### src/rtl/vip_pkg.sv
package vip_pkg;

   localparam int unsigned VOICE_FIELD_W = 5;
   localparam int unsigned MAX_VOICES    = 31;

   localparam logic [7:0] CODE_IDLE = 8'hE8;
   localparam logic [2:0] TAG_WAVE  = 3'b011;
   localparam logic [2:0] TAG_RAMP  = 3'b100;

   typedef enum logic [1:0] {
      SRV_NONE = 2'd0,
      SRV_WAVE = 2'd1,
      SRV_RAMP = 2'd2
   } srv_kind_e;

   function automatic logic [7:0] make_code(input srv_kind_e kind,
                                            input logic [VOICE_FIELD_W-1:0] voice);
      logic [7:0] code;
      case (kind)
         SRV_WAVE: code = {TAG_WAVE, voice};
         SRV_RAMP: code = {TAG_RAMP, voice};
         default:  code = CODE_IDLE;
      endcase
      return code;
   endfunction

endpackage

### src/rtl/vip_pend_vec.sv
module vip_pend_vec #(
   parameter int unsigned WIDTH = 31
) (
   input  logic             clk,
   input  logic             rst_n,
   input  logic             flush,
   input  logic [WIDTH-1:0] set_i,
   input  logic [WIDTH-1:0] clr_i,
   output logic [WIDTH-1:0] pend_o
);

   generate
      for (genvar b = 0; b < WIDTH; b++) begin : g_bit
         always_ff @(posedge clk or negedge rst_n) begin
            if (!rst_n) begin
               pend_o[b] <= 1'b0;
            end else if (flush) begin
               pend_o[b] <= 1'b0;
            end else if (set_i[b]) begin
               pend_o[b] <= 1'b1;
            end else if (clr_i[b]) begin
               pend_o[b] <= 1'b0;
            end
         end
      end
   endgenerate

endmodule

### src/rtl/vip_low_pick.sv
module vip_low_pick #(
   parameter int unsigned WIDTH      = 31,
   parameter int unsigned IDX_W      = 5,
   parameter int unsigned PICK_STYLE = 1
) (
   input  logic [WIDTH-1:0] req_i,
   output logic             found_o,
   output logic [WIDTH-1:0] onehot_o,
   output logic [IDX_W-1:0] idx_o
);

   assign found_o = |req_i;

   generate
      if (PICK_STYLE == 0) begin : g_scan
         always_comb begin
            onehot_o = '0;
            for (int i = WIDTH - 1; i >= 0; i--) begin
               if (req_i[i]) begin
                  onehot_o    = '0;
                  onehot_o[i] = 1'b1;
               end
            end
         end
      end else begin : g_chain
         logic [WIDTH:0] seen;
         assign seen[0] = 1'b0;
         for (genvar i = 0; i < WIDTH; i++) begin : g_stage
            assign seen[i+1]   = seen[i] | req_i[i];
            assign onehot_o[i] = req_i[i] & ~seen[i];
         end
      end
   endgenerate

   always_comb begin
      idx_o = '0;
      for (int i = 0; i < WIDTH; i++) begin
         if (onehot_o[i]) begin
            idx_o = idx_o | IDX_W'(i);
         end
      end
   end

endmodule

### src/rtl/voice_irq_arbiter.sv
module voice_irq_arbiter
   import vip_pkg::*;
#(
   parameter int unsigned NUM_VOICES = 31,
   parameter int unsigned PICK_STYLE = 1,
   parameter int unsigned WAVE_BIT   = 5,
   parameter int unsigned RAMP_BIT   = 6
) (
   input  logic                  clk,
   input  logic                  rst_n,
   input  logic                  glb_clear,
   input  logic [NUM_VOICES-1:0] wave_set,
   input  logic [NUM_VOICES-1:0] ramp_set,
   input  logic                  ack,
   input  logic [7:0]            ext_status,
   output logic [7:0]            status_code,
   output logic [NUM_VOICES-1:0] wave_clr,
   output logic [NUM_VOICES-1:0] ramp_clr,
   output logic [7:0]            irq_status,
   output logic                  irq_line
);

   localparam int unsigned VW = VOICE_FIELD_W;
   localparam logic [7:0] SUM_MASK = (8'h1 << WAVE_BIT) | (8'h1 << RAMP_BIT);

   generate
      if (NUM_VOICES < 1 || NUM_VOICES > MAX_VOICES) begin : g_bad_voices
         $error("voice_irq_arbiter: NUM_VOICES must lie in 1..31");
      end
      if (PICK_STYLE > 1) begin : g_bad_style
         $error("voice_irq_arbiter: PICK_STYLE must be 0 or 1");
      end
      if (WAVE_BIT > 7 || RAMP_BIT > 7 || WAVE_BIT == RAMP_BIT) begin : g_bad_bits
         $error("voice_irq_arbiter: summary bit positions invalid");
      end
   endgenerate

   logic [NUM_VOICES-1:0] wave_pend, ramp_pend;
   logic [NUM_VOICES-1:0] wave_oh, ramp_oh;
   logic [NUM_VOICES-1:0] wave_take, ramp_take;
   logic [VW-1:0]         wave_idx, ramp_idx;
   logic                  wave_any, ramp_any;
   logic                  serve_ok;
   srv_kind_e             kind;
   logic [7:0]            next_code;

   vip_pend_vec #(.WIDTH(NUM_VOICES)) wave_vec_i (
      .clk    (clk),
      .rst_n  (rst_n),
      .flush  (glb_clear),
      .set_i  (wave_set),
      .clr_i  (wave_take),
      .pend_o (wave_pend)
   );

   vip_pend_vec #(.WIDTH(NUM_VOICES)) ramp_vec_i (
      .clk    (clk),
      .rst_n  (rst_n),
      .flush  (glb_clear),
      .set_i  (ramp_set),
      .clr_i  (ramp_take),
      .pend_o (ramp_pend)
   );

   vip_low_pick #(.WIDTH(NUM_VOICES), .IDX_W(VW), .PICK_STYLE(PICK_STYLE)) wave_pick_i (
      .req_i    (wave_pend),
      .found_o  (wave_any),
      .onehot_o (wave_oh),
      .idx_o    (wave_idx)
   );

   vip_low_pick #(.WIDTH(NUM_VOICES), .IDX_W(VW), .PICK_STYLE(PICK_STYLE)) ramp_pick_i (
      .req_i    (ramp_pend),
      .found_o  (ramp_any),
      .onehot_o (ramp_oh),
      .idx_o    (ramp_idx)
   );

   always_comb begin
      serve_ok  = ack & ~glb_clear;
      wave_take = '0;
      ramp_take = '0;
      kind      = SRV_NONE;
      next_code = make_code(SRV_NONE, '0);
      if (wave_any) begin
         kind      = SRV_WAVE;
         next_code = make_code(SRV_WAVE, wave_idx);
         if (serve_ok) wave_take = wave_oh;
      end else if (ramp_any) begin
         kind      = SRV_RAMP;
         next_code = make_code(SRV_RAMP, ramp_idx);
         if (serve_ok) ramp_take = ramp_oh;
      end
   end

   always_ff @(posedge clk or negedge rst_n) begin
      if (!rst_n) begin
         status_code <= CODE_IDLE;
         wave_clr    <= '0;
         ramp_clr    <= '0;
      end else begin
         wave_clr <= wave_take;
         ramp_clr <= ramp_take;
         if (serve_ok) begin
            status_code <= (kind == SRV_NONE) ? CODE_IDLE : next_code;
         end
      end
   end

   always_comb begin
      irq_status           = ext_status & ~SUM_MASK;
      irq_status[WAVE_BIT] = wave_any;
      irq_status[RAMP_BIT] = ramp_any;
   end

   assign irq_line = |irq_status;

endmodule

### config.mk
export PLATFORM = sky130hd
export DESIGN_NAME = voice_irq_arbiter
export DESIGN_NICKNAME = d
export VERILOG_FILES = /design/src/rtl/vip_pkg.sv /design/src/rtl/vip_pend_vec.sv /design/src/rtl/vip_low_pick.sv /design/src/rtl/voice_irq_arbiter.sv
export SDC_FILE = /design/constraint.sdc
export NUM_CORES = 1
export LEC_CHECK = 0
export ABC_AREA = 1
export CORE_UTILIZATION = 40
export CTS_CLUSTER_DIAMETER = 200
export DETAILED_ROUTE_END_ITERATION = 16
export GPL_ROUTABILITY_DRIVEN = 0
export GPL_TIMING_DRIVEN = 0
export HOLD_SLACK_MARGIN = 0.15
export PLACE_DENSITY_LB_ADDON = 0.12
export SYNTH_ARGS = -nofsm -noshare
export SYNTH_HDL_FRONTEND = slang
export SYNTH_HIERARCHICAL = 1
export SYNTH_SLANG_ARGS = --single-unit
### constraint.sdc
create_clock -name clk -period 4 [get_ports clk]
set_input_delay 1.2 -clock clk [delete_from_list [all_inputs] [get_ports clk]]
set_output_delay 1.2 -clock clk [all_outputs]
set_load 0.01 [all_outputs]
==> out/metrics.cfg <==
[detailed_routing]
wl_met1_mm=8.67
drt-total-wl_mm=17.0
wl_per_cell_um=12.7
drc=0
ant_nets=0
met3_length_um=831
top_layer=met4
num_vias=5852
via_per_inst=4.38
first_iter_violations=357
dr.pass1.iters=9
wl_met2_mm=7.38

[critical_path]
crit_fanout=6
max_stage_delay_ps=500
path_cells=nor2_2, nand2_2, nor2_4, nand3_4, nor2_4, nand3b_1, buf_4, buf_4, clkdlybuf4s50_1
critical_path_class=reg2out
cp.buffers_inverters=3
end_kind=primary output
cp_top_family=simple AND/OR/NAND/NOR gates
critPathLaunchType=flop
worstPathRequired_ps=2800
arrival_ps=2560
cpMaxStageDelayCell=clkdlybuf4s50_1

[synth]
syn_inst=914
ys.flop_type=dfrtp_1
syn_avg_cell_area_um2=7.70
synth_seq_cells=131
synth_edf_count=0
netlist_area_um2=7040
ys_types=32
synth_top_area_cell=dfrtp_1
syn_nets=988
netlist_top_cells_area=dfrtp_1 (46%), inv_1 (16%), nor2_1 (6.1%), nand2_1 (5.9%), a21oi_1 (4.6%)
async_flop_share=1.00
netlist.area_leader.share=0.455
ys_warn_count=6
ys_seq_area_frac=0.466

[clocking]
clockBufferDepth=2
cts-buffers-inserted=17
hold_buffers=0
cts_max_level=4
clock_latency_ps=420
cts_root_buf=clkbuf_16
cts_sinks=131
cts_tree=done
clk_pin_slew_ps=60

[outcome]
status=finished, final reports clean

[timing]
setup_viol=0
relSlewSlack=0.610
hold_viol=0
tightest_slew_ps=586
slew_viol_final=0
fin_crit_sh=0.941
hold_ws_ps=476
clock_skew_ps=9.29
fmax_ghz=0.266
period_needed_ps=3760
rsz0062_at_grt=no

[global_route]
grt_pass1_wl_mm=27.6
grtUsageTotal=0.200
globalRouteOverflowTotal=0
grt_max_degree=72
grt_pass1_vias=5495
antenna_found_initial=0

[finish]
synthToLayoutAreaGrowth_pct=35.7
instances_no_fill=1336
final_area_um2=9550
multi_input_area_um2=2420
seq_area_um2=3280
layout-drive-gt1-share=0.150
diodes=0
num-fill-cells=1615
final_nets=1172

[power]
p_leak_nw=4.75
ir_drop_v=0.000297
power.density_nw_per_um2=344
p_total_mw=3.28

[placed_design]
placed_cells=1290
placed_area_um2=8850
numPortBuffers=150
hpwlAfterDp_mm=12.3

[floorplanning]
start_util=0.408
die-area_um2=18100
core_um2=17200
fp.dieH_um=135
die-width_um=135
num_rows=48
io_pins=153

[flow_run]
drv_cap=0

[worst_hold_path]
hp-class=reg2reg

[sequential cells by signal, indices dropped and copies added (netlist names)]
name,flops
status_code,7
wave_vec_i/pend_o,31
ramp_clr,31
ramp_vec_i/pend_o,31
wave_clr,31
[report_power, final]
part	switching [mW]	total [mW]	internal, mW	leakage (nW)
clock	0.578	1.46	0.881	0.269
combinational	0.215	0.393	0.178	2.76
sequential	0.0510	1.43	1.38	1.72
[final timing paths]
path                                       start               endpoint  slack (ps)  cells past startpoint
max                        wave_vec_i/pend_o[16]          irq_status[5]         240                      9
min                               status_code[3]         status_code[3]         480                      2
max reg2reg                wave_vec_i/pend_o[16]  ramp_vec_i/pend_o[13]        1650                     14
min reg2reg                       status_code[3]         status_code[3]         480                      2
max in group asynchronous                  rst_n           ramp_clr[25]        2510                      2
min in group asynchronous                  rst_n  wave_vec_i/pend_o[13]         760                      1
[layer usage]
| metal | GRT usage | up-vias |
|---|---|---|
| li1 | - | 3040 |
| met1 | 0.289 | 2653 |
| met2 | 0.295 | 149 |
| met3 | 0.0563 | 10 |
| met4 | 0.0487 | 0 |
| met5 | 0 | - |
[layout by cell type (no fill, tap or decap), types with 3 or more instances in the layout]
| cell | instances |
|---|---|
| nor3_1 | 6 |
| nand2_2 | 12 |
| clkinv_2 | 6 |
| nand2_4 | 6 |
| clkbuf_1 | 3 |
| nand3_4 | 3 |
| nand4_1 | 19 |
| dfrtp_1 | 126 |
| nor4_1 | 6 |
| nand2_1 | 106 |
| a21oi_1 | 64 |
| clkbuf_16 | 17 |
| buf_4 | 28 |
| dfstp_2 | 3 |
| o21ai_0 | 9 |
| nor2_1 | 110 |
| nor2_8 | 4 |
| nand3b_1 | 4 |
| clkdlybuf4s50_1 | 148 |
| nand3_1 | 38 |
| nor2_4 | 17 |
| buf_6 | 13 |
| nor2_2 | 37 |
| inv_1 | 294 |
[area by class of cell]
class / count / area share
flip-flops and latches: 131 / 0.344
multi-input cells: 459 / 0.254
repair buffers: 165 / 0.172
inverters: 297 / 0.118
clock buffers: 22 / 0.0486
well taps: 225 / 0.0295
plain buffers: 27 / 0.0257
clock inverters: 10 / 0.00878
[stage by stage]
stage / TNS [ps] / utilization / setup WS [ps]
detailed placement: 0 / 0.513 / 285
CTS: 0 / 0.546 / 2.71
finish: 0 / 0.554 / 235
floorplan: 0 / - / 1060
global placement: -468230 / 0.512 / -3620
global route: 0 / 0.554 / 138
[kinds of logic (layout without fill, tap and decap cells)]
logic type / Yosys count / count (layout) / share of synthesized area
simple gates: 374 / 374 / 0.274
flops: 131 / 131 / 0.466
buf+inv: 324 / 521 / 0.195
compound gates: 85 / 85 / 0.0647
[synth_stat cells (2+ instances only)]
cell / number
a31o_2: 2
nand4_1: 19
nor4_1: 6
a21oi_1: 64
dfstp_2: 3
o2111ai_1: 2
o22ai_1: 2
inv_1: 294
nor3_1: 6
o21ai_0: 9
nand2_2: 8
nand2_1: 110
nand3_4: 3
and3_1: 2
buf_4: 14
o21ai_2: 2
nor2_2: 37
dfrtp_1: 128
buf_6: 12
inv_2: 2
nor2_8: 4
nand3b_1: 4
nand2_4: 6
nand3_2: 2
o21ai_1: 2
nor3_2: 2
nor2_1: 114
nand3_1: 38
nor2_4: 13
o211ai_1: 2
[tightest hold or removal path: cells and delay by family (launching register included)]
kind             cells  cell delay, ps
and+or+nand+nor      2             100
DFF                  1             370
[timing repair]
item | 4_1_cts | 5_1_grt
pin swaps | 0 | 4
setup buffers | 1 | 13
resized for setup | 0 | 15
setup endpoints to repair | 1 | 1
(Power assumes the default switching activity.)
